## src/rtl/bcg_pkg.sv

```systemverilog
package bcg_pkg;

    typedef enum logic [1:0] {
        ST_XTAL,
        ST_ARMED,
        ST_RUN
    } init_st_e;

    // Twice the bit rate (so 134.5 baud stays integral) for each rate code.
    function automatic int unsigned rate_x2(input int unsigned code);
        case (code)
            0:       return 100;
            1:       return 150;
            2:       return 220;
            3:       return 269;
            4:       return 300;
            5:       return 600;
            6:       return 1200;
            7:       return 2400;
            8:       return 3600;
            9:       return 4800;
            10:      return 9600;
            11:      return 19200;
            12:      return 400;
            13:      return 4800;
            default: return 19200;
        endcase
    endfunction

    // Master ticks per half output period: master / (32 * rate), rounded.
    function automatic int unsigned half_ticks(input int unsigned master_hz,
                                               input int unsigned code);
        int unsigned num;
        int unsigned den;
        num = master_hz / 16;
        den = rate_x2(code);
        return (num + den / 2) / den;
    endfunction

    // Same ratio truncated; used as the short half for the alternating rate.
    function automatic int unsigned half_ticks_floor(input int unsigned master_hz,
                                                     input int unsigned code);
        return (master_hz / 16) / rate_x2(code);
    endfunction

endpackage

```

## src/rtl/bcg_init_fsm.sv

```systemverilog
module bcg_init_fsm
    import bcg_pkg::*;
(
    input  logic clk,
    input  logic rst_n,
    input  logic xtal_sel,
    input  logic ext_clk,
    output logic init_pulse,
    output logic ext_running
);

    init_st_e state_q;
    init_st_e state_d;

    always_ff @(posedge clk or negedge rst_n) begin
        if (!rst_n) state_q <= ST_XTAL;
        else        state_q <= state_d;
    end

    always_comb begin
        state_d     = state_q;
        init_pulse  = 1'b0;
        ext_running = 1'b0;
        unique case (state_q)
            ST_XTAL: begin
                if (!xtal_sel) state_d = ST_ARMED;
            end
            ST_ARMED: begin
                if (xtal_sel) begin
                    state_d = ST_XTAL;
                end else if (ext_clk) begin
                    init_pulse = 1'b1;
                    state_d    = ST_RUN;
                end
            end
            ST_RUN: begin
                ext_running = 1'b1;
                if (xtal_sel) state_d = ST_XTAL;
            end
            default: state_d = ST_XTAL;
        endcase
    end

    // the differentiator pulse never lasts two cycles
    a_r9_single_pulse: assert property (@(posedge clk) disable iff (!rst_n)
        init_pulse |=> !init_pulse);

    // dropping the crystal select arms the differentiator
    a_r9_arm: assert property (@(posedge clk) disable iff (!rst_n)
        (state_q == ST_XTAL && !xtal_sel) |=> (state_q == ST_ARMED));

endmodule

```

## src/rtl/bcg_prescaler.sv

```systemverilog
module bcg_prescaler #(
    parameter int unsigned TAP_W = 3
) (
    input  logic             clk,
    input  logic             rst_n,
    input  logic             clr,
    input  logic             tick,
    output logic [TAP_W-1:0] q
);

    always_ff @(posedge clk or negedge rst_n) begin
        if (!rst_n)    q <= '0;
        else if (clr)  q <= '0;
        else if (tick) q <= q + 1'b1;
    end

    // a clear leaves the taps at zero
    a_r8_clear_taps: assert property (@(posedge clk) disable iff (!rst_n)
        clr |=> (q == '0));

    // each tick advances the taps by one
    a_r2_tap_step: assert property (@(posedge clk) disable iff (!rst_n)
        (tick && !clr) |=> (q == $past(q) + 1'b1));

    // no tick, no movement
    a_r10_tap_hold: assert property (@(posedge clk) disable iff (!rst_n)
        (!tick && !clr) |=> $stable(q));

endmodule

```

## src/rtl/bcg_rate_div.sv

```systemverilog
module bcg_rate_div
    import bcg_pkg::*;
#(
    parameter int unsigned MASTER_HZ = 2457600,
    parameter int unsigned SEL_W     = 4
) (
    input  logic             clk,
    input  logic             rst_n,
    input  logic             clr,
    input  logic             tick,
    input  logic [SEL_W-1:0] rate_sel,
    input  logic             user_freq,
    input  logic             user_level,
    output logic             z
);

    localparam int unsigned NCODE   = 1 << SEL_W;
    localparam int unsigned MAX_H   = half_ticks(MASTER_HZ, 0);
    localparam int unsigned CNT_W   = $clog2(MAX_H + 1);
    localparam int unsigned ALT_SEL = 8;
    localparam int unsigned FREQ_SEL  = NCODE - 2;
    localparam int unsigned LEVEL_SEL = NCODE - 1;

    logic [CNT_W-1:0] half_tbl [NCODE];
    logic [CNT_W-1:0] alt_half;
    logic [CNT_W-1:0] cnt_q;
    logic [CNT_W-1:0] limit;
    logic             phase_q;

    for (genvar g = 0; g < NCODE; g++) begin : g_half
        assign half_tbl[g] = CNT_W'(half_ticks(MASTER_HZ, g));
    end
    assign alt_half = CNT_W'(half_ticks_floor(MASTER_HZ, ALT_SEL));

    always_comb begin
        limit = half_tbl[rate_sel];
        if (rate_sel == SEL_W'(ALT_SEL) && phase_q) limit = alt_half;
    end

    always_ff @(posedge clk or negedge rst_n) begin
        if (!rst_n) begin
            cnt_q   <= '0;
            phase_q <= 1'b0;
            z       <= 1'b0;
        end else if (clr) begin
            cnt_q   <= '0;
            phase_q <= 1'b0;
            z       <= 1'b0;
        end else if (rate_sel == SEL_W'(FREQ_SEL)) begin
            z <= user_freq;
        end else if (rate_sel == SEL_W'(LEVEL_SEL)) begin
            z <= user_level;
        end else if (tick) begin
            if (cnt_q >= limit - 1'b1) begin
                cnt_q   <= '0;
                phase_q <= ~phase_q;
                z       <= ~z;
            end else begin
                cnt_q <= cnt_q + 1'b1;
            end
        end
    end

    // the level pass-through lands one clock later
    a_r7_level_pass: assert property (@(posedge clk) disable iff (!rst_n)
        (!clr && rate_sel == SEL_W'(LEVEL_SEL)) |=> (z == $past(user_level)));

    // the frequency pass-through lands one clock later
    a_r6_freq_pass: assert property (@(posedge clk) disable iff (!rst_n)
        (!clr && rate_sel == SEL_W'(FREQ_SEL)) |=> (z == $past(user_freq)));

    // the half-period counter stays inside the longest half-period
    a_r3_cnt_bound: assert property (@(posedge clk) disable iff (!rst_n)
        cnt_q < CNT_W'(MAX_H));

    // a clear drops the output
    a_r8_clear_out: assert property (@(posedge clk) disable iff (!rst_n)
        clr |=> !z);

endmodule

```

## src/rtl/bcg_baud_gen.sv

```systemverilog
module bcg_baud_gen #(
    parameter int unsigned MASTER_HZ = 2457600,
    parameter int unsigned SEL_W     = 4,
    parameter int unsigned TAP_W     = 3
) (
    input  logic             clk,
    input  logic             rst_n,
    input  logic             xtal_sel,
    input  logic             ext_clk,
    input  logic [SEL_W-1:0] rate_sel,
    input  logic             user_freq,
    input  logic             user_level,
    output logic             baud_out,
    output logic             master_strobe,
    output logic [TAP_W-1:0] tap_q,
    output logic             scan_rst
);

    logic ext_d;
    logic ext_rise;
    logic init_pulse;
    logic ext_running;
    logic hold_rst;
    logic clr;
    logic tick;

    always_ff @(posedge clk or negedge rst_n) begin
        if (!rst_n) ext_d <= 1'b0;
        else        ext_d <= ext_clk;
    end

    assign ext_rise = ext_clk & ~ext_d;
    assign hold_rst = xtal_sel & ext_clk;
    assign clr      = init_pulse | hold_rst;
    assign tick     = xtal_sel ? 1'b1 : (ext_running & ext_rise);

    assign master_strobe = tick & ~clr;
    assign scan_rst      = clr;

    bcg_init_fsm u_fsm (
        .clk         (clk),
        .rst_n       (rst_n),
        .xtal_sel    (xtal_sel),
        .ext_clk     (ext_clk),
        .init_pulse  (init_pulse),
        .ext_running (ext_running)
    );

    bcg_prescaler #(.TAP_W(TAP_W)) u_pre (
        .clk   (clk),
        .rst_n (rst_n),
        .clr   (clr),
        .tick  (tick),
        .q     (tap_q)
    );

    bcg_rate_div #(.MASTER_HZ(MASTER_HZ), .SEL_W(SEL_W)) u_div (
        .clk        (clk),
        .rst_n      (rst_n),
        .clr        (clr),
        .tick       (tick),
        .rate_sel   (rate_sel),
        .user_freq  (user_freq),
        .user_level (user_level),
        .z          (baud_out)
    );

endmodule

```

## config.mk

```make
export PLATFORM = sky130hd
export DESIGN_NAME = bcg_baud_gen
export DESIGN_NICKNAME = d
export VERILOG_FILES = /design/src/rtl/bcg_pkg.sv /design/src/rtl/bcg_init_fsm.sv /design/src/rtl/bcg_prescaler.sv /design/src/rtl/bcg_rate_div.sv /design/src/rtl/bcg_baud_gen.sv
export SDC_FILE = /design/constraint.sdc
export NUM_CORES = 1
export LEC_CHECK = 0
export CAP_MARGIN = 20
export CORE_MARGIN = 3
export CORE_UTILIZATION = 54
export DETAILED_ROUTE_END_ITERATION = 6
export MAX_ROUTING_LAYER = met4
export PLACE_DENSITY = 0.76
export SYNTH_ARGS = -nofsm -noshare
export SYNTH_HDL_FRONTEND = slang
export SYNTH_HIERARCHICAL = 1
export SYNTH_SLANG_ARGS = --single-unit
```

## constraint.sdc

```tcl
create_clock -name clk -period 4.35 [get_ports clk]
set_input_delay 0.6525 -clock clk [delete_from_list [all_inputs] [get_ports clk]]
set_output_delay 0.6525 -clock clk [all_outputs]
set_load 0.005 [all_outputs]
```

# --- Word level (Yosys, flattened, before mapping) ---
# Memories as Yosys holds them, arrays and structs flattened.
# Cells that the tools add are included.
op_classes:
  n_addsub: 3
  mul: 0
  div: 0
  n_lt_le_gt_ge: 2
  n_eq_ne: 10
  n_shift: 0
  mux: 30
  n_bitwise: 10
  reduce_logical: 10
op_table:
  columns: ["op", "n"]
  rows:
  - ["two-way mux 11 bit", 8]
  - ["two-way mux 1 bit", 15]
  - ["== test 4 bit (second input constant)", 3]
  - ["adder 11 x 1 -> 11 bit (second input constant)", 1]
  - [">= comparator 11 bit", 1]
  - ["subtractor 11 x 1 -> 11 bit (second input constant)", 1]
  - ["two-way mux 2 bit", 4]
  - ["inequality test 2 bit (second input constant)", 4]
  - ["nonzero test 4 bit", 2]
  - ["two-way mux 3 bit", 2]
  - ["one-hot mux 2 bit (3 select lines)", 1]
  - ["AND reduction 3 bit", 2]
  - [">= comparator 5 bit (second input constant)", 1]
  - ["NOT 4 -> 5 bit", 1]
  - ["AND 1 bit", 4]
  - ["NOT 1 bit", 4]
  - ["AND reduction 4 bit", 1]
  - ["nonzero test 2 bit", 2]
  - ["adder 3 x 1 -> 3 bit (second input constant)", 1]
  - ["inequality test 3 bit (second input constant)", 1]
  - ["== test 2 x 1 -> 1 bit (second input constant)", 1]
  - ["== test 2 bit (second input constant)", 1]
  - ["zero test 2 bit", 1]
  - ["AND reduction 2 bit", 1]
  - ["2 further kinds", 2]
totals:
  ff_bits: 19
  latchBits: 0
  mem_bits_rw: 0
  mem_bits_ro: 176
  elab_cells: 72
  memories: 1
memory_table:
  columns: ["name", "words", "width", "read_ports", "rd_clocked_by_memory_dff", "write_ports", "line_no", "text"]
  rows:
  - ["(no name shown)", 16, 11, 1, 0, 0, "bcg_rate_div.sv:36", "limit = half_tbl[rate_sel];"]

# --- Depth between registers and ports, before layout ---
# Gate-level depths: netlist of run 1.
logic_depth:
  ltp_word: 12
  depth_mapped: 19
  mapped_depth_nobuf: 17

# --- Hierarchy ---
# The synthesis of run 1 kept the hierarchy.
by_module_without_submodules:
  columns: ["module", "n_inst", "cells_per_inst", "area_each_um2", "seq_area_each_um2"]
  rows:
  - ["bcg_rate_div", 1, 183, 1460.2, 325.3]
  - ["bcg_prescaler", 1, 11, 136.4, 75.1]
  - ["bcg_init_fsm", 1, 8, 88.8, 50.0]
  - ["bcg_baud_gen", 1, 6, 63.8, 25.0]

# --- Worst setup path after synthesis of run 1 ---
# OpenSTA, ideal clock, no wires.
synth_timing:
  path_kind: "input to register"
  start: "input port rate_sel[1]"
  end: "register u_div.phase_q"
  setup_ps: 125
  t_arrival_ps: 3827
  t_required_ps: 4225
  path_slack_ps: 398
  cell_stages: 17
  path_buffers: 1
  path_cell_list: "buf_2 -> inv_1 -> ha_1 -> and2_1 -> o21ai_0 -> ha_1 -> inv_1 -> a31oi_1 -> nand4_4 -> or3_1 -> nand3_1 -> ha_1 -> and4_1 -> and2_1 -> a221o_1 -> nand2_1 -> mux2_2"
synth_between:
  elab_chain_len: 9
  word_cells_on_any_way: 15
  cone_classes: "add/sub (1); order compare (1); eq/ne (5); mux (3); bitwise (1); reduce/logical (3); memory (1)"
synth_rtl:
  columns: ["element", "line_no", "text"]
  rows:
  - ["start: declaration", "bcg_baud_gen.sv:10", "input logic [SEL_W-1:0] rate_sel,"]
  - ["NOT 4 -> 5 bit (not written as such)", "bcg_rate_div.sv:36", null]
  - ["memory (16 x 11 bit)", null, null]
  - ["two-way mux 11 bit (not written as such) (2 in a row)", "bcg_rate_div.sv:36", null]
  - ["two-way mux 11 bit", "bcg_rate_div.sv:37", "if (rate_sel == SEL_W'(ALT_SEL) && phase_q) limit = alt_half;"]
  - ["subtractor 11 x 1 -> 11 bit", "bcg_rate_div.sv:54", "if (cnt_q >= limit - 1'b1) begin"]
  - [">= comparator 11 bit", "bcg_rate_div.sv:54", null]
  - ["nonzero test 2 bit (no source line)", null, null]
  - ["AND reduction 4 bit (no source line) (*)", null, null]
  - ["end signal: assignment", "bcg_rate_div.sv:56", "phase_q <= ~phase_q;"]
  - ["end: declaration", "bcg_rate_div.sv:28", "logic phase_q;"]
# Every way passes the cells marked *; elsewhere a longest branch is shown, timed or not. The select of a mux whose other input is x is not followed.
# A chain may end at the register's enable or synchronous reset.

# --- Worst setup path in the final report of run 1 ---
layout_timing:
  start: "input port rate_sel[0]"
  end: "register u_div.cnt_q[10]"
layout_between:
  elab_chain_len: 12
  word_cells_on_any_way: 19
  cone_classes: "add/sub (1); order compare (1); eq/ne (5); mux (8); bitwise (1); reduce/logical (2); memory (1)"
layout_rtl:
  columns: ["element", "line_no", "text"]
  rows:
  - ["NOT 4 -> 5 bit (not written as such)", "bcg_rate_div.sv:36", null]
  - ["memory (16 x 11 bit)", null, null]
  - ["two-way mux 11 bit (not written as such) (2 in a row)", "bcg_rate_div.sv:36", null]
  - ["two-way mux 11 bit", "bcg_rate_div.sv:37", null]
  - ["subtractor 11 x 1 -> 11 bit", "bcg_rate_div.sv:54", null]
  - [">= comparator 11 bit", "bcg_rate_div.sv:54", null]
  - ["two-way mux 11 bit", "bcg_rate_div.sv:54", null]
  - ["two-way mux 11 bit", "bcg_rate_div.sv:53", "end else if (tick) begin"]
  - ["two-way mux 11 bit", "bcg_rate_div.sv:51", "end else if (rate_sel == SEL_W'(LEVEL_SEL)) begin"]
  - ["two-way mux 11 bit", "bcg_rate_div.sv:49", "end else if (rate_sel == SEL_W'(FREQ_SEL)) begin"]
  - ["two-way mux 11 bit", "bcg_rate_div.sv:45", "end else if (clr) begin"]
  - ["end signal: assignment", "bcg_rate_div.sv:59", "cnt_q <= cnt_q + 1'b1;"]
  - ["end: declaration", "bcg_rate_div.sv:26", "logic [CNT_W-1:0] cnt_q;"]
# Several ways; a longest one is shown, not always the timed one. The select of a mux whose other input is x is not followed.

==> run summary, run 1 <==
Critical Path RT -> 4590 ps
Multiplexer fraction of the synthesized cell area -> 0.0300
Sequential fraction of the synthesis area -> 0.272
Area share of the largest cell type after synthesis -> 0.272
Net Sw Power -> 259 µW
Post-route worst hold slack -> 520 ps
Outcome -> complete, no violations
Critical path class -> in -> reg
Wire length of the first global-routing pass -> 7.67 mm
Cts hold-fix bufs -> 0
Number of global-route vias before repair -> 1610
Number of max-slew violations in the final report -> 0
1st-pass router iterations -> 5
# DRC -> 0
Initial antenna violation count -> 0
Width of the die -> 62.9 µm
Startpoint of the worst setup timing path -> rate_sel[0]
Proportion of power drawn by the clock network -> 0.139
Count of synthesis-stage warnings from yosys -> 6
Total number of clock tree sinks -> 19
Number of levels in the clock H-tree -> 1
Maximum number of pins on one net before global-route repair -> 20
Number of top-level design ports -> 16
End point of the most critical hold path -> u_fsm/state_q[0]
TritonCTS buffer count -> 3
Leftover overflow at the end of global routing -> 0
Cells on Worst Hold Path -> 1
Basic-gate share of the synthesized area counting and, or, nand and nor cells -> 0.257
Average cell area after synthesis -> 8.41 µm²
Combinational family with the most area after synthesis -> simple AND/OR/NAND/NOR gates
Sort of element at the end of the critical path -> flip-flop
Largest fanout on the critical path -> 11
Leading register cell type out of synthesis -> dfrtp_1
CTS tree -> built
Weighted congestion reported at the end of routability-driven placement -> 0.943
Wirelength per Cell -> 14.9 µm
Switching power as a share of total power -> 0.391
Worst-margin pin slew -> 877 ps
Post-synthesis instance area -> 1750 µm²
Synthesis-stage register bit count -> 19
Clk buf depth -> 2
IR Drop Worst-Case VDD -> 293 µV
Layout cells sized above 1 -> 0.133
RSZ-0062 raised after global routing -> no
Vertical die dimension -> 62.9 µm
Tightest slew margin relative to the limit -> 0.415
Worst reg2reg startpoint -> u_div/phase_q
Total via count after detailed routing -> 1652
Cell area power density -> 323 nW/µm²
Post-synth EDFFs -> 0
Residual antenna-violating net count after detailed routing -> 0
Num rows -> 20
Beginning of the worst hold path -> u_fsm/state_q[1]
Layout Utilization -> 0.666
Synth area leader -> dfrtp_1
Syn Nets -> 237
Top post-synthesis cells by area -> dfrtp_1 27%, ha_1 14%, nand2_1 5.2%
Worst clock skew -> 6.12 ps
Placed cell count -> 273
Post-Synthesis Cells -> 208
Classification of the worst-slack hold path -> reg -> reg
Total number of nets in the final design -> 263
Setup-violating endpoint count in the final report -> 0
Share of the synthesized netlist area taken by xor and xnor gates -> 0.0300
Syn-to-layout area delta -> 17.2%
Effective utilization at floorplan -> 0.568
Design internal power -> 403 µW
Adder-cell area share of the yosys netlist -> 0.136
Ys async rst share -> 1.00
Number of I/O port buffers -> 15
Static power due to leakage -> 0.000914 µW
Critical path launch point type -> primary input
Via density per instance -> 5.96
Sum of net half-perimeters after detailed placement -> 3.29 mm
Post-synthesis compound-gate area fraction -> 0.227
Register clock-pin slew on the reported worst setup and hold paths -> 120 ps
Drt initial violations -> 106
WP data arrival -> 4340 ps
Highest clock rate -> 244 MHz
Buffer cell driving the clock tree root -> clkbuf_4
Worst-Skew Late Latency -> 300 ps
Final worst-path cycle share -> 0.943
Part of the total power dissipated in sequential elements -> 0.403
Final standard cell area without fillers -> 2050 µm²
Final antenna diode count -> 0
Cell variety after synth -> 48
Hold Violations, Final -> 0
Combinational share of power -> 0.458
Overall fraction of global-route tracks in use -> 0.241
Core footprint -> 3080 µm²
Die Footprint -> 3960 µm²
Time the final worst path needs with I/O delays and setup -> 4100 ps
Layout Cells excl Fill -> 277
Post-detailed-routing wire length -> 4.13 mm
Internal reg-to-reg setup slack -> 1130 ps
# Max-Cap Violations -> 0
Instance area after placement -> 2010 µm²
Register-to-Register Path Depth -> 15
Endpoint of the lowest-slack register-to-register path -> u_div/cnt_q[10]
critical path: stages:
cell and delay [ps]:
clkdlybuf4s50_1 480, inv_1 60, ha_1 220, and2_1 170, o21ai_0 170, ha_1 190, inv_1 70, a31oi_2 190
nand4_4 150, or3_1 380, nand3_1 100, ha_1 240, and4_1 230, and2_1 140, a221o_1 390, buf_4 200
o21ai_0 160, a22o_1 140
Yosys cell counts (all sizes together), types with 2 or more instances:
library cell  count
or3               2
o31ai             3
a21oi            11
a211oi            3
xnor2             5
nor2b             9
nand3             5
o21ai            19
a221oi            2
and2              5
o211ai            2
dfrtp            19
inv               7
nor2             14
and4              2
a221o             2
nand3b            2
a22o              5
nand2            24
or3b              2
a31oi             3
a41oi             2
mux2i             3
mux2              2
and3              3
nand4             3
ha               19
nor4              2
nor3              8
buf               8
a21o              3
metal layers:
| metal | vias to the layer above | track usage | routed length (µm) |
|---|---|---|---|
| met2 | 51 | 0.387 | 1980 |
| met5 | - | - | 0 |
| li1 | 817 | - | - |
| met3 | 2 | 0.0432 | 213 |
| met1 | 782 | 0.331 | 1930 |
| met4 | 0 | 0.0193 | 13 |
sequential cells by signal, summed over array words and instances, names as in the netlist:
register	cells
u_div/phase_q	1
u_fsm/state_q	2
u_div/cnt_q	11
ext_d	1
u_pre/q	3
u_div/z	1
how the worst max path moves through the flow:
stage	endpoint	depth (start not counted)
3_3_place_gp	u_div/phase_q	17
2_1_floorplan	u_div/phase_q	17
6_report	u_div/cnt_q[10]	18
5_1_grt	u_div/cnt_q[10]	18
3_5_place_dp	u_div/cnt_q[5]	18
4_1_cts	u_div/cnt_q[5]	18
power by group through the flow:
stage | registers, µW | clock network (µW) | logic [µW]
6_report | 267 | 92.0 | 304
5_1_grt | 276 | 105 | 344
4_1_cts | 266 | 94.8 | 302
3_5_place_dp | 267 | 0 | 300
3_3_place_gp | 265 | 0 | 283
2_1_floorplan | 256 | 0 | 199
layout by cell type, fill, tap and decap left out, types with 7 or more instances in the layout:
cell / netlist / layout
nand2_1: 24 / 24
dfrtp_1: 19 / 19
ha_1: 19 / 19
clkdlybuf4s50_1: 0 / 15
o21ai_0: 16 / 15
buf_4: 1 / 15
nor2_1: 13 / 13
a21oi_1: 11 / 11
nor2b_1: 9 / 9
nor3_1: 8 / 8
inv_1: 7 / 7
cell type report:
type,instances,area (µm²)
tap,44,55.1
timing repair buffer,30,263
clock buffer,3,22.5
fill,256,1030
sequential,19,475
clock inverter,1,7.51
inverter,7,26.3
multi-input combinational,173,1200
through the flow:
step / setup TNS [ps] / worst slack (ps) / total power [µW]
2_1_floorplan: 0 / 398 / 455
3_3_place_gp: -15.6 / -15.6 / 548
3_5_place_dp: -714 / -134 / 567
4_1_cts: 0 / 169 / 662
5_1_grt: 0 / 23.2 / 725
6_report: 0 / 250 / 663
cells by family (layout without fill, tap and decap cells):
group,after synthesis,in the layout
compound gates,59,59
xor+xnor,6,6
fa+ha+maj,19,19
buf+inv,16,41
flops,19,19
mux,5,5
simple gates,84,84
repair_timing:
action / in CTS / in global routing
setup endpoints to repair: 0 / 5
endpoints found under the hold margin: 0 / 0
buffers inserted: 0 / 0
gates resized for setup: 0 / 3
(Power assumes the default switching activity.)
==> inputs of run 2 (changes only) <==
--- a/config.mk
+++ b/config.mk
@@ -7,10 +7,10 @@
 export LEC_CHECK = 0
 export CAP_MARGIN = 20
 export CORE_MARGIN = 3
-export CORE_UTILIZATION = 54
+export CORE_UTILIZATION = 55
 export DETAILED_ROUTE_END_ITERATION = 6
 export MAX_ROUTING_LAYER = met4
-export PLACE_DENSITY = 0.76
+export PLACE_DENSITY = 0.77
 export SYNTH_ARGS = -nofsm -noshare
 export SYNTH_HDL_FRONTEND = slang
 export SYNTH_HIERARCHICAL = 1
==> run 2 against run 1 <==
First-iteration DRC count is 19% lower. Die area is 1.6% lower. Wire length is 0.90% lower. Via count is 0.24% lower. Non-clock buffer count stayed put. Sequential cell count stayed put. Sequential power hardly changed. Cell count is 0.72% lower. Critical path type unchanged. Highest routed layer unchanged.
==> run summary, run 2 (synthesis results as in run 1) <==
Outcome -> complete, no violations
Top reg by flops -> u_div/cnt_q
Initial antenna violation count -> 0
Critical Path RT -> 4600 ps
Final antenna diode count -> 0
IR Drop Worst-Case VDD -> 239 µV
1st-pass router iterations -> 4
TritonCTS buffer count -> 3
Num rows -> 19
Worst clock skew -> 10.5 ps
Cell area power density -> 324 nW/µm²
Hold Violations, Final -> 0
Beginning of the worst hold path -> u_fsm/state_q[1]
Vertical die dimension -> 62.4 µm
Sum of net half-perimeters after detailed placement -> 3.24 mm
Buffer cell driving the clock tree root -> clkbuf_4
Drt initial violations -> 86
Cells on Worst Hold Path -> 1
Wire length of the first global-routing pass -> 6.96 mm
Number of max-slew violations in the final report -> 0
End point of the most critical hold path -> u_fsm/state_q[0]
Tightest slew margin relative to the limit -> 0.386
Syn-to-layout area delta -> 17.5%
Via density per instance -> 5.99
Weighted congestion reported at the end of routability-driven placement -> 0.840
Worst reg2reg startpoint -> u_div/phase_q
Highest-count cells in the layout ignoring fill and taps -> 24 x nand2_1, 19 x dfrtp_1, 19 x ha_1
Clk buf depth -> 2
Number of buffers inserted to repair setup after CTS -> 0
Final worst-path cycle share -> 0.955
CTS tree -> built
Width of the die -> 62.4 µm
Time the final worst path needs with I/O delays and setup -> 4150 ps
Number of global-route vias before repair -> 1543
Registers with the most flip-flops -> u_div/cnt_q: 11 flops, u_pre/q: 3 flops, u_fsm/state_q: 2 flops
Largest fanout on the critical path -> 13
Sort of element at the end of the critical path -> flip-flop
Worst-Skew Late Latency -> 310 ps
Maximum number of pins on one net before global-route repair -> 20
# DRC -> 0
Total via count after detailed routing -> 1648
Number of levels in the clock H-tree -> 1
Overall fraction of global-route tracks in use -> 0.222
Worst-margin pin slew -> 921 ps
Highest clock rate -> 241 MHz
Endpoint of the lowest-slack register-to-register path -> u_div/cnt_q[5]
Number of top-level design ports -> 16
Register-to-Register Path Depth -> 15
Slack of the critical path -> 197 ps
Wirelength per Cell -> 14.9 µm
Layout cells sized above 1 -> 0.129
Classification of the worst-slack hold path -> reg -> reg
Core footprint -> 2900 µm²
Static power due to leakage -> 0.000914 µW
Cts hold-fix bufs -> 0
# Max-Cap Violations -> 0
Critical path class -> in -> reg
WP data arrival -> 4400 ps
Effective utilization at floorplan -> 0.603
Total number of clock tree sinks -> 19
RSZ-0062 raised after global routing -> no
Total number of nets in the final design -> 263
Total power of the final layout -> 666 µW
Residual antenna-violating net count after detailed routing -> 0
Place WS -> -187 ps
Most common cell after layout, fill and taps aside -> nand2_1
Max reg flops -> 11
Post-detailed-routing wire length -> 4.10 mm
Register clock-pin slew on the reported worst setup and hold paths -> 120 ps
Internal reg-to-reg setup slack -> 1040 ps
Leftover overflow at the end of global routing -> 0
Post-route worst hold slack -> 505 ps
Setup-violating endpoint count in the final report -> 0
Number of I/O port buffers -> 15
Die Footprint -> 3890 µm²
Critical path launch point type -> primary input
==> run 2: where the power goes <==
part	switching [µW]	total [µW]	internal (µW)	leakage (µW)
registers	50.8	267	216	0.000249
clock network	58.0	93.2	35.1	0.0000139
logic	153	306	154	0.000651
==> run 2: worst max-delay path: stages <==
cell             delay, ps
clkdlybuf4s50_1        490
inv_1                   60
ha_1                   240
and2_1                 180
o21ai_0                170
ha_1                   200
inv_1                   90
a31oi_4                190
nand4_4                150
or3_1                  390
nand3_1                 90
ha_1                   240
and4_1                 220
and2_1                 140
a221o_1                360
buf_4                  200
o21ai_0                210
a22o_1                 150
==> run 2: layout make-up <==
cell class,instances,area [µm²]
clock buffers,3,22.5
fillers,242,845
flip-flops and latches,19,475
well taps,42,52.6
repair buffers,30,263
multi-input cells,173,1210
inverters,7,26.3
clock inverters,1,7.51
==> run 2: what timing repair did <==
item                                    CTS  global route
endpoints found under the hold margin     0             0
gates resized for setup                   0             4
endpoints found under the setup margin    0             7
==> run 2: how the worst max path moves through the flow <==
stage,startpoint,endpoint,slack [ps],cells past startpoint
finish,rate_sel[0],u_div/cnt_q[5],200,18
global route,rate_sel[0],u_div/cnt_q[0],20,18
CTS,rate_sel[0],u_div/cnt_q[0],90,18
detailed placement,rate_sel[0],u_div/cnt_q[0],-190,18
global placement,rate_sel[0],u_div/cnt_q[0],-30,18
floorplan,rate_sel[1],u_div/phase_q,400,17
==> run 2: per-layer routing <==
metal	global-route usage	routed length, µm	share of wire	up-vias
li1	-	-	-	817
met1	0.293	1910	0.47	777
met2	0.351	1950	0.48	50
met3	0.0468	209	0.051	4
met4	0.0523	23	0.0056	0
met5	-	0	0	-
==> run 2: per-stage QoR <==
step / instances / area, µm² / util / setup TNS, ps
3_5_place_dp: 271 / 2010 / 0.692 / -1200
5_1_grt: 275 / 2060 / 0.709 / 0
4_1_cts: 275 / 2040 / 0.702 / 0
3_3_place_gp: 271 / 2010 / 0.692 / -86.5
6_report: 275 / 2060 / 0.709 / 0
2_1_floorplan: 208 / 1750 / - / 0
